File: config.mk
export PLATFORM = sky130hd
export DESIGN_NAME = flash_cmd_if
export DESIGN_NICKNAME = d
export VERILOG_FILES = /design/src/rtl/fci_pkg.sv /design/src/rtl/fci_part_state.sv /design/src/rtl/fci_write_engine.sv /design/src/rtl/fci_array.sv /design/src/rtl/flash_cmd_if.sv
export SDC_FILE = /design/constraint.sdc
export NUM_CORES = 1
export LEC_CHECK = 0
export BUFFER_PORTS_ARGS = -buffer_cell sky130_fd_sc_hd__buf_2
export CELL_PAD_IN_SITES_DETAIL_PLACEMENT = 0
export CELL_PAD_IN_SITES_GLOBAL_PLACEMENT = 1
export CORE_MARGIN = 2
export CORE_UTILIZATION = 25
export CTS_CLUSTER_SIZE = 25
export DETAILED_ROUTE_END_ITERATION = 6
export PLACE_DENSITY_LB_ADDON = 0.1
export SYNTH_ARGS = -nofsm -noshare
export SYNTH_HDL_FRONTEND = slang
export SYNTH_SLANG_ARGS = --single-unit
File: constraint.sdc
create_clock -name clk -period 4.7 [get_ports clk]
set_input_delay 0.235 -clock clk [delete_from_list [all_inputs] [get_ports clk]]
set_output_delay 0.235 -clock clk [all_outputs]
set_load 0.005 [all_outputs]
File: src/rtl/fci_pkg.sv
package fci_pkg;

  typedef enum logic [1:0] {RM_ARRAY, RM_STATUS, RM_IDENT, RM_QUERY} rmode_t;
  typedef enum logic [1:0] {PD_NONE, PD_PROG, PD_ERASE, PD_PROT} pend_t;

  localparam logic [7:0] CMD_PROG     = 8'h40;
  localparam logic [7:0] CMD_PROG_ALT = 8'h10;
  localparam logic [7:0] CMD_ERASE    = 8'h20;
  localparam logic [7:0] CMD_CLR      = 8'h50;
  localparam logic [7:0] CMD_PROT     = 8'h60;
  localparam logic [7:0] CMD_STAT     = 8'h70;
  localparam logic [7:0] CMD_IDENT    = 8'h90;
  localparam logic [7:0] CMD_QUERY    = 8'h98;
  localparam logic [7:0] CMD_SUSP     = 8'hB0;
  localparam logic [7:0] CMD_PLOCK    = 8'hC0;
  localparam logic [7:0] CMD_CONF     = 8'hD0;
  localparam logic [7:0] CMD_ARRAY    = 8'hFF;

  function automatic logic [7:0] status_byte(input logic ready, input logic susp,
                                             input logic eerr, input logic serr);
    return {ready, susp, eerr, serr, 4'h0};
  endfunction

  function automatic logic [15:0] ident_word(input int unsigned off,
                                             input logic [15:0] mfr,
                                             input logic [15:0] dev);
    if (off == 0) return mfr;
    if (off == 1) return dev;
    return 16'h0000;
  endfunction

  function automatic logic [15:0] query_word(input int unsigned off);
    case (off)
      0: return 16'h0051;
      1: return 16'h0052;
      2: return 16'h0059;
      default: return 16'h0000;
    endcase
  endfunction

  function automatic logic [15:0] program_word(input logic [15:0] old_w,
                                               input logic [15:0] new_w);
    return old_w & new_w;
  endfunction

endpackage

File: src/rtl/fci_part_state.sv
module fci_part_state
  import fci_pkg::*;
(
  input  logic   clk,
  input  logic   rst_n,
  input  logic   set_mode,
  input  rmode_t mode_val,
  input  logic   set_err,
  input  logic   clr_err,
  output rmode_t mode,
  output logic   erase_err,
  output logic   seq_err
);

  always_ff @(posedge clk or negedge rst_n) begin
    if (!rst_n) begin
      mode      <= RM_ARRAY;
      erase_err <= 1'b0;
      seq_err   <= 1'b0;
    end else begin
      if (set_mode) mode <= mode_val;
      if (set_err) begin
        erase_err <= 1'b1;
        seq_err   <= 1'b1;
      end else if (clr_err) begin
        erase_err <= 1'b0;
        seq_err   <= 1'b0;
      end
    end
  end

  AST_ERR_HOLD: assert property (@(posedge clk) disable iff (!rst_n)
    (!set_err && !clr_err) |=> $stable({erase_err, seq_err}));

  AST_ERR_SET: assert property (@(posedge clk) disable iff (!rst_n)
    set_err |=> (erase_err && seq_err));

endmodule

File: src/rtl/fci_write_engine.sv
module fci_write_engine #(
  parameter int PROG_CYCLES  = 40,
  parameter int ERASE_CYCLES = 120
) (
  input  logic clk,
  input  logic rst_n,
  input  logic start,
  input  logic start_erase,
  input  logic suspend_req,
  input  logic resume_req,
  output logic busy,
  output logic running,
  output logic suspended,
  output logic done,
  output logic job_erase
);

  localparam int MAXC = (PROG_CYCLES > ERASE_CYCLES) ? PROG_CYCLES : ERASE_CYCLES;
  localparam int CNTW = $clog2(MAXC + 1);

  logic [CNTW-1:0] cnt_q;

  assign running = busy && !suspended;
  assign done    = running && (cnt_q == CNTW'(1));

  always_ff @(posedge clk or negedge rst_n) begin
    if (!rst_n) begin
      busy      <= 1'b0;
      suspended <= 1'b0;
      job_erase <= 1'b0;
      cnt_q     <= '0;
    end else if (start && !busy) begin
      busy      <= 1'b1;
      suspended <= 1'b0;
      job_erase <= start_erase;
      cnt_q     <= start_erase ? CNTW'(ERASE_CYCLES) : CNTW'(PROG_CYCLES);
    end else if (done) begin
      busy  <= 1'b0;
      cnt_q <= '0;
    end else if (running) begin
      if (suspend_req) suspended <= 1'b1;
      else             cnt_q     <= cnt_q - CNTW'(1);
    end else if (suspended && resume_req) begin
      suspended <= 1'b0;
    end
  end

  AST_START_IDLE: assert property (@(posedge clk) disable iff (!rst_n)
    start |-> !busy);

  AST_SUSP_FREEZE: assert property (@(posedge clk) disable iff (!rst_n)
    (suspended && !resume_req) |=> ($stable(cnt_q) && busy));

  AST_DONE_READY: assert property (@(posedge clk) disable iff (!rst_n)
    done |=> !running);

  AST_CNT_LIVE: assert property (@(posedge clk) disable iff (!rst_n)
    busy |-> (cnt_q != '0));

endmodule

File: src/rtl/fci_array.sv
module fci_array
  import fci_pkg::*;
#(
  parameter int AW        = 5,
  parameter int BLK_WORDS = 8
) (
  input  logic          clk,
  input  logic          rst_n,
  input  logic          fire,
  input  logic          fire_erase,
  input  logic [AW-1:0] waddr,
  input  logic [15:0]   wdata,
  input  logic [AW-1:0] raddr,
  output logic [15:0]   rdata
);

  localparam int WORDS    = 2 ** AW;
  localparam int BLK_BITS = $clog2(BLK_WORDS);

  logic [15:0] mem_q [WORDS];
  logic [15:0] targ_word;

  assign rdata     = mem_q[raddr];
  assign targ_word = mem_q[waddr];

  always_ff @(posedge clk or negedge rst_n) begin
    if (!rst_n) begin
      for (int i = 0; i < WORDS; i++) mem_q[i] <= 16'hFFFF;
    end else if (fire) begin
      if (fire_erase) begin
        for (int i = 0; i < WORDS; i++) begin
          if ((AW'(i) >> BLK_BITS) == (waddr >> BLK_BITS)) mem_q[i] <= 16'hFFFF;
        end
      end else begin
        mem_q[waddr] <= program_word(mem_q[waddr], wdata);
      end
    end
  end

  AST_PROG_ONLY_CLEARS: assert property (@(posedge clk) disable iff (!rst_n)
    (fire && !fire_erase) |=> ((targ_word & ~$past(targ_word)) == 16'h0000));

  AST_ERASE_TARGET: assert property (@(posedge clk) disable iff (!rst_n)
    (fire && fire_erase) |=> (targ_word == 16'hFFFF));

endmodule

File: src/rtl/flash_cmd_if.sv
module flash_cmd_if
  import fci_pkg::*;
#(
  parameter int          AW           = 5,
  parameter int          BLK_WORDS    = 8,
  parameter int          PROG_CYCLES  = 40,
  parameter int          ERASE_CYCLES = 120,
  parameter logic [15:0] MFR_ID       = 16'h002C,
  parameter logic [15:0] DEV_ID       = 16'h44C3
) (
  input  logic          clk,
  input  logic          rst_n,
  input  logic          ce_n,
  input  logic          we_n,
  input  logic          oe_n,
  input  logic [AW-1:0] addr,
  input  logic [15:0]   dq_in,
  output logic [15:0]   dq_out,
  output logic          dq_en
);

  localparam int NPART = 2;

  logic        wr_stb, part;
  logic [7:0]  code;
  pend_t       pend_q, pend_d;
  logic [NPART-1:0] set_mode, set_err, clr_err;
  rmode_t      mode_val;
  rmode_t      part_mode [NPART];
  logic [NPART-1:0] eerr, serr;
  logic [7:0]  sr_byte [NPART];

  logic eng_start, eng_start_erase, susp_req, res_req, latch;
  logic eng_busy, eng_running, eng_susp, eng_done, eng_erase;

  logic [AW-1:0] job_addr;
  logic [15:0]   job_data;
  logic          job_part;

  logic [15:0] arr_rdata, rd_word;
  logic [AW-2:0] off;

  assign wr_stb = !ce_n && !we_n && oe_n;
  assign part   = addr[AW-1];
  assign off    = addr[AW-2:0];
  assign code   = dq_in[7:0];

  always_comb begin
    pend_d          = pend_q;
    set_mode        = '0;
    mode_val        = RM_STATUS;
    set_err         = '0;
    clr_err         = '0;
    eng_start       = 1'b0;
    eng_start_erase = 1'b0;
    susp_req        = 1'b0;
    res_req         = 1'b0;
    latch           = 1'b0;
    if (wr_stb) begin
      if (eng_running) begin
        if (code == CMD_STAT) set_mode[part] = 1'b1;
        if (code == CMD_SUSP) susp_req = 1'b1;
      end else begin
        unique case (pend_q)
          PD_PROG: begin
            eng_start      = 1'b1;
            latch          = 1'b1;
            set_mode[part] = 1'b1;
            pend_d         = PD_NONE;
          end
          PD_ERASE: begin
            set_mode[part] = 1'b1;
            pend_d         = PD_NONE;
            if (code == CMD_CONF) begin
              eng_start       = 1'b1;
              eng_start_erase = 1'b1;
              latch           = 1'b1;
            end else begin
              set_err[part] = 1'b1;
            end
          end
          PD_PROT: pend_d = PD_NONE;
          default: begin
            case (code)
              CMD_PROG, CMD_PROG_ALT: if (!eng_susp) pend_d = PD_PROG;
              CMD_ERASE:              if (!eng_susp) pend_d = PD_ERASE;
              CMD_PROT, CMD_PLOCK:    pend_d = PD_PROT;
              CMD_CLR:                clr_err[part] = 1'b1;
              CMD_STAT:  set_mode[part] = 1'b1;
              CMD_IDENT: begin set_mode[part] = 1'b1; mode_val = RM_IDENT; end
              CMD_QUERY: begin set_mode[part] = 1'b1; mode_val = RM_QUERY; end
              CMD_ARRAY: begin set_mode[part] = 1'b1; mode_val = RM_ARRAY; end
              CMD_CONF:  if (eng_susp) res_req = 1'b1;
              default: ;
            endcase
          end
        endcase
      end
    end
  end

  always_ff @(posedge clk or negedge rst_n) begin
    if (!rst_n) begin
      pend_q   <= PD_NONE;
      job_addr <= '0;
      job_data <= '0;
      job_part <= 1'b0;
    end else begin
      pend_q <= pend_d;
      if (latch) begin
        job_addr <= addr;
        job_data <= dq_in;
        job_part <= part;
      end
    end
  end

  for (genvar p = 0; p < NPART; p++) begin : g_part
    fci_part_state u_ps (
      .clk       (clk),
      .rst_n     (rst_n),
      .set_mode  (set_mode[p]),
      .mode_val  (mode_val),
      .set_err   (set_err[p]),
      .clr_err   (clr_err[p]),
      .mode      (part_mode[p]),
      .erase_err (eerr[p]),
      .seq_err   (serr[p])
    );
    assign sr_byte[p] = status_byte(!eng_running, eng_susp && (job_part == 1'(p)),
                                    eerr[p], serr[p]);
  end

  fci_write_engine #(
    .PROG_CYCLES  (PROG_CYCLES),
    .ERASE_CYCLES (ERASE_CYCLES)
  ) u_eng (
    .clk         (clk),
    .rst_n       (rst_n),
    .start       (eng_start),
    .start_erase (eng_start_erase),
    .suspend_req (susp_req),
    .resume_req  (res_req),
    .busy        (eng_busy),
    .running     (eng_running),
    .suspended   (eng_susp),
    .done        (eng_done),
    .job_erase   (eng_erase)
  );

  fci_array #(
    .AW        (AW),
    .BLK_WORDS (BLK_WORDS)
  ) u_arr (
    .clk        (clk),
    .rst_n      (rst_n),
    .fire       (eng_done),
    .fire_erase (eng_erase),
    .waddr      (job_addr),
    .wdata      (job_data),
    .raddr      (addr),
    .rdata      (arr_rdata)
  );

  always_comb begin
    case (part_mode[part])
      RM_STATUS: rd_word = {8'h00, sr_byte[part]};
      RM_IDENT:  rd_word = ident_word(32'(off), MFR_ID, DEV_ID);
      RM_QUERY:  rd_word = query_word(32'(off));
      default:   rd_word = arr_rdata;
    endcase
  end

  assign dq_en  = !ce_n && !oe_n && we_n;
  assign dq_out = dq_en ? rd_word : 16'h0000;

  AST_DQ_QUIET: assert property (@(posedge clk) disable iff (!rst_n)
    (ce_n || oe_n || !we_n) |-> (dq_out == 16'h0000));

  AST_STATUS_HIGH_ZERO: assert property (@(posedge clk) disable iff (!rst_n)
    (dq_en && part_mode[part] == RM_STATUS) |-> (dq_out[15:8] == 8'h00));

  AST_BUSY_IGNORES: assert property (@(posedge clk) disable iff (!rst_n)
    (eng_running && wr_stb && code == CMD_ARRAY)
      |=> ($stable(part_mode[0]) && $stable(part_mode[1])));

  AST_SEQ_NO_START: assert property (@(posedge clk) disable iff (!rst_n)
    (wr_stb && !eng_running && pend_q == PD_ERASE && code != CMD_CONF) |-> !eng_start);

  AST_CLEAR_KEEPS_READY: assert property (@(posedge clk) disable iff (!rst_n)
    (wr_stb && !eng_running && pend_q == PD_NONE && code == CMD_CLR) |=> !eng_running);

endmodule

==> impl_metrics.toml, run 1 <==
[route]
wl_um = 118000
dr.pass1.iters = 5
num_vias = 21285
wl_per_cell_um = 28.7
drc = 0
drt_iter0_markers = 1682
drt-vias-per-instance = 5.17
ant_nets = 0

[global_route]
grt_max_degree = 133
grt_pass1_wl_um = 170000
grt_pass1_vias = 21684
grt-ovfl-total = 0
antenna_found_initial = 2
grt_usage = 0.197

[synth]
syn_nets = 2597
synth_area_leaders = "dfstp_2, mux4_2, a21oi_1"
syn-mean-instance-area_um2 = 11.5
syn_inst = 2565
syn_area_um2 = 29400
yosys.area.top_type = "dfstp_2"
synth_edf_count = 0
async_flop_share = 1.00
synthDominantCellAreaShare = 0.458
ys_seq_area_frac = 0.491
ys.flop_type = "dfstp_2"
ys_seq_elements = 551
synth_warnings = 0
ys_types = 59

[clock_tree]
clock_latency_ps = 640
clockBufferDepth = 3
cts_tree = "built"
cts.clk_slew.worst_paths_ps = 50
cts_setup_buffers = 0
clock_sinks = 551
cts_buffers = 71
cts-root-buf = "clkbuf_16"
cts-htree-levels = 3

[finish]
nets = 2577
antennaDiodeCount = 0
mostFrequentLayoutCells = "a21oi_1, nor2_1, dfstp_2"
drive_gt1_frac = 0.430
final_common_cell = "a21oi_1"
syn2layout_area_growth_pct = 16.9

[run]
max_cap_viol_count = 0

[floorplan]
die_x_um = 347
die_y_um = 347
die_area_um2 = 120000
core_um2 = 116000
ioPinCount = 43
rows = 125
start_util = 0.252

[placed_design]
gp_congestion = 0.780
place_ws_ps = 1140
io_buffer_count = 42
hpwlAfterDp_um = 74600

[power]
p_sw_frac = 0.274
ir_drop_mv = 0.239
powerDensity_nw_per_um2 = 353
leakage_uw = 0.0122
p_sw_uw = 3320
pwr-share-seq = 0.424
p_int_uw = 8810
power_frac_comb = 0.123
power_uw = 12100
p_clk_frac = 0.453

[min_path]
hold_path_class = "in2reg"

[critical_path]
arrival_ps = 3300
critPathRequiredTime_ps = 4470
critPathCaptureType = "output port"
crit_fanout = 8
critPathLaunchType = "register"
path_class = "reg2out"

[sta]
timing.final.ws_setup_ps = 1160
grt_setup_unrepaired = "no"
timing.final.crit_period_ps = 3540
setup_tns_ps = 0
max_freq_mhz = 283
final.period_utilization = 0.752
setup_viol = 0
slew_violations = 0
relSlewSlack = 0.248
skew_ps = 20.9
hold_viol = 0
worstMarginPinSlew_ps = 1130

[run_status]
status = "finished clean"
## power by group through the flow
stage	logic (µW)	clock network, µW	registers (µW)
finish	1500	5490	5140
global route	1640	5880	5170
CTS	1530	5680	5140
detailed placement	1520	0	5210
global placement	1500	0	5210
floorplan	962	0	5110
## state kept, by name (all words and copies together), names as in the netlist
name,flops
g_part.u_ps.mode,4
job_data,16
u_eng.busy,1
u_arr.mem_q,512
pend_q,2
u_eng.cnt_q,7
g_part.u_ps.erase_err,2
u_eng.suspended,1
u_eng.job_erase,1
job_addr,5
## metal layers
metal,global-route usage,up-vias,wire length (µm)
met5,0,-,0
met4,0.0470,0,2310
li1,-,9385,-
met3,0.0363,115,6160
met2,0.312,571,54900
met1,0.277,11214,54700
## logic make-up after synthesis
family,Yosys count,synth area share
XOR/XNOR,3,0.000895
AO/OA/AOI/OAI,708,0.134
adder cells (fa/ha/maj),6,0.00256
AND/OR/NAND/NOR,701,0.101
multiplexers,332,0.228
flip-flops,551,0.491
buffers and inverters,264,0.0426
## worst paths after layout
check / start / end / slack (ps) / depth (start not counted)
max: g_part[1].u_ps.mode[1]$_DFFE_PN0P_ / dq_out[7] / 1160 / 7
max in group asynchronous: rst_n / job_data[11]$_DFFE_PN0P_ / 3260 / 3
min in group asynchronous: rst_n / u_arr.mem_q[492]$_DFFE_PN1P_ / 490 / 2
min reg2reg: u_arr.mem_q[29]$_DFFE_PN1P_ / u_arr.mem_q[29]$_DFFE_PN1P_ / 510 / 2
max reg2reg: job_addr[1]$_DFFE_PN0P_ / u_arr.mem_q[93]$_DFFE_PN1P_ / 1230 / 7
min: dq_in[5] / job_data[5]$_DFFE_PN0P_ / 40 / 2
## Yosys cell counts, types with 10 or more instances
cell type / n
buf_1: 10
mux2i_1: 34
a211oi_1: 10
a21oi_2: 16
buf_4: 12
nor3_1: 14
buf_2: 136
dfstp_2: 512
a21oi_1: 556
nor2b_1: 14
nand2_1: 44
dfrtp_1: 39
clkbuf_1: 89
nand4_1: 20
mux4_2: 267
a22oi_1: 66
mux2_2: 30
nor2_1: 540
o21ai_0: 16
inv_1: 11
nand3_1: 14
## critical path, stage by stage (launching register included)
cell and delay, ps:
dfrtp_1 460, nor3b_1 80, buf_4 200, o21ai_0 890, o22ai_1 410, nor4_1 330
nor2_1 140, buf_2 160
## metrics by stage
step	area (µm²)	cells	hold WS, ps	utilization
after floorplan	29400	2565	-60.6	-
after global routing	34400	4121	41.2	0.295
after detailed placement	31900	3980	473	0.274
after CTS	34400	4121	3.53	0.295
after global placement	31900	3980	470	0.274
final	34400	4121	42.9	0.295
## layout make-up
| class | count | area (µm²) |
|---|---|---|
| Tap cell | 1524 | 1910 |
| Multi-Input combinational cell | 1750 | 14100 |
| Clock inverter | 10 | 90.1 |
| Fill cell | 11808 | 82000 |
| Inverter | 11 | 41.3 |
| Timing Repair Buffer | 160 | 1620 |
| Sequential cell | 551 | 14400 |
| Clock buffer | 115 | 2210 |
## what timing repair did
item,4_1_cts,5_1_grt
resized for setup,0,0
hold buffers,16,0
endpoints found under the hold margin,76,0
No activity file was read; power rests on OpenSTA's default activity.
==> inputs of run 2 (changes only) <==
==> constraint.sdc (replaced) <==
create_clock -name clk -period 3.1 [get_ports clk]
set_input_delay 0.155 -clock clk [delete_from_list [all_inputs] [get_ports clk]]
set_output_delay 0.155 -clock clk [all_outputs]
set_load 0.005 [all_outputs]
==> run 2 against run 1 <==
  * Design area increased by 3.5%
  * Worst hold slack better by 10 ps
  * Via count grew 2.0%
  * Sequential power rose by 51%
  * Clock skew is 3.3 ps higher
  * Register-to-register slack lost 960 ps
  * Wire length up 1.9%
==> impl_metrics.toml, run 2 (same netlist as run 1, synthesis figures left out) <==
[run_status]
status = "finished clean"

[placed_design]
io_buffer_count = 42
gp_congestion = 0.791
hpwlAfterDp_um = 78500

[clock_tree]
cts_tree = "built"
clockBufferDepth = 3
cts-htree-levels = 3
cts_buffers = 71
cts-root-buf = "clkbuf_16"
cts.clk_slew.worst_paths_ps = 50
cts_setup_buffers = 0
clock_latency_ps = 640
clock_sinks = 551

[route]
wl_um = 120000
drt_iter0_markers = 1510
dr.pass1.iters = 4
wl_per_cell_um = 28.5
drt-vias-per-instance = 5.14
drc = 0
ant_nets = 0
num_vias = 21703

[power]
leakage_uw = 0.0128
powerDensity_nw_per_um2 = 525
ir_drop_mv = 0.335

[sta]
slew_violations = 0
setup_tns_ps = 0
grt_setup_unrepaired = "no"
setup_viol = 0
hold_viol = 0
timing.final.crit_period_ps = 3030
final.period_utilization = 0.977
skew_ps = 24.2
relSlewSlack = 0.375
worstMarginPinSlew_ps = 937
hold_ws_ps = 53.0
max_freq_mhz = 330

[global_route]
grt_usage = 0.200
grt_pass1_vias = 22289
grt_max_degree = 88
antenna_found_initial = 2
grt_pass1_wl_um = 173000
grt-ovfl-total = 0

[finish]
regMostFlops = "u_arr.mem_q"
syn2layout_area_growth_pct = 21.1
largest_reg_flops = 512
antennaDiodeCount = 0
reg.largest.list = "u_arr.mem_q (512), job_data (16), u_eng.cnt_q (7)"
drive_gt1_frac = 0.453
nets = 2676
mostFrequentLayoutCells = "nor2_1, a21oi_1, dfstp_2"

[floorplan]
die_area_um2 = 120000
rows = 125
die_y_um = 347
start_util = 0.252
ioPinCount = 43
die_x_um = 347
core_um2 = 116000

[critical_path]
arrival_ps = 2870
critPathCaptureType = "output port"
critPathRequiredTime_ps = 2940
crit_fanout = 8
path_class = "reg2out"
critPathLaunchType = "register"

[run]
max_cap_viol_count = 0

[min_path]
hold_path_class = "in2reg"
[run 2: final timing paths]
| kind | end | startpoint | cells past startpoint | slack, ps |
|---|---|---|---|---|
| max | dq_out[7] | g_part[1].u_ps.mode[0]$_DFFE_PN0P_ | 9 | 70 |
| min | u_eng.job_erase$_DFFE_PN0P_ | we_n | 3 | 50 |
| max reg2reg | u_arr.mem_q[451]$_DFFE_PN1P_ | job_addr[0]$_DFFE_PN0P_ | 8 | 270 |
| min reg2reg | u_arr.mem_q[417]$_DFFE_PN1P_ | u_arr.mem_q[417]$_DFFE_PN1P_ | 2 | 510 |
| max in group asynchronous | u_arr.mem_q[192]$_DFFE_PN1P_ | rst_n | 3 | 1880 |
| min in group asynchronous | job_addr[1]$_DFFE_PN0P_ | rst_n | 2 | 120 |
[run 2: timing repair]
item,CTS,global route
hold buffers,17,0
endpoints found under the hold margin,30,0
endpoints found under the setup margin,2,3
gates resized for setup,3,2
[run 2: report_power, final]
| part | switching [µW] | internal, µW |
|---|---|---|
| registers | 253 | 7530 |
| logic | 1410 | 1000 |
| clock network | 3350 | 5110 |
[run 2: cell type report]
cell class / count / area (µm²)
Fill cell: 11784 / 80800
Sequential cell: 551 / 14400
Multi-Input combinational cell: 1750 / 14100
Timing Repair Buffer: 259 / 2760
Clock buffer: 111 / 2160
Tap cell: 1524 / 1910
Clock inverter: 13 / 180
Inverter: 11 / 41.3
[run 2: through the flow]
step | setup WS (ps) | instances | area (µm²) | util | power, µW
after detailed placement | 208 | 4078 | 33000 | 0.284 | 10300
final | 70.2 | 4219 | 35600 | 0.306 | 18700
after floorplan | 943 | 2565 | 29400 | - | 9210
after CTS | 36.1 | 4219 | 35600 | 0.306 | 19000
after global placement | 172 | 4078 | 33000 | 0.284 | 10300
after global routing | 1.75 | 4219 | 35600 | 0.306 | 19500
[run 2: critical path, cell delays in order (launching register included)]
cell and delay [ps]:
dfrtp_1 440, nor3b_1 220, buf_4 240, o21ai_0 210
buf_4 260, o22ai_1 200, buf_4 200, nor4_1 60
nor2_1 230, buf_2 170
[run 2: metal layers]
metal / GRT usage / part of all wire
met4: 0.0590 / 0.025
met5: 0 / 0
met2: 0.322 / 0.47
met1: 0.281 / 0.47
met3: 0.0268 / 0.040
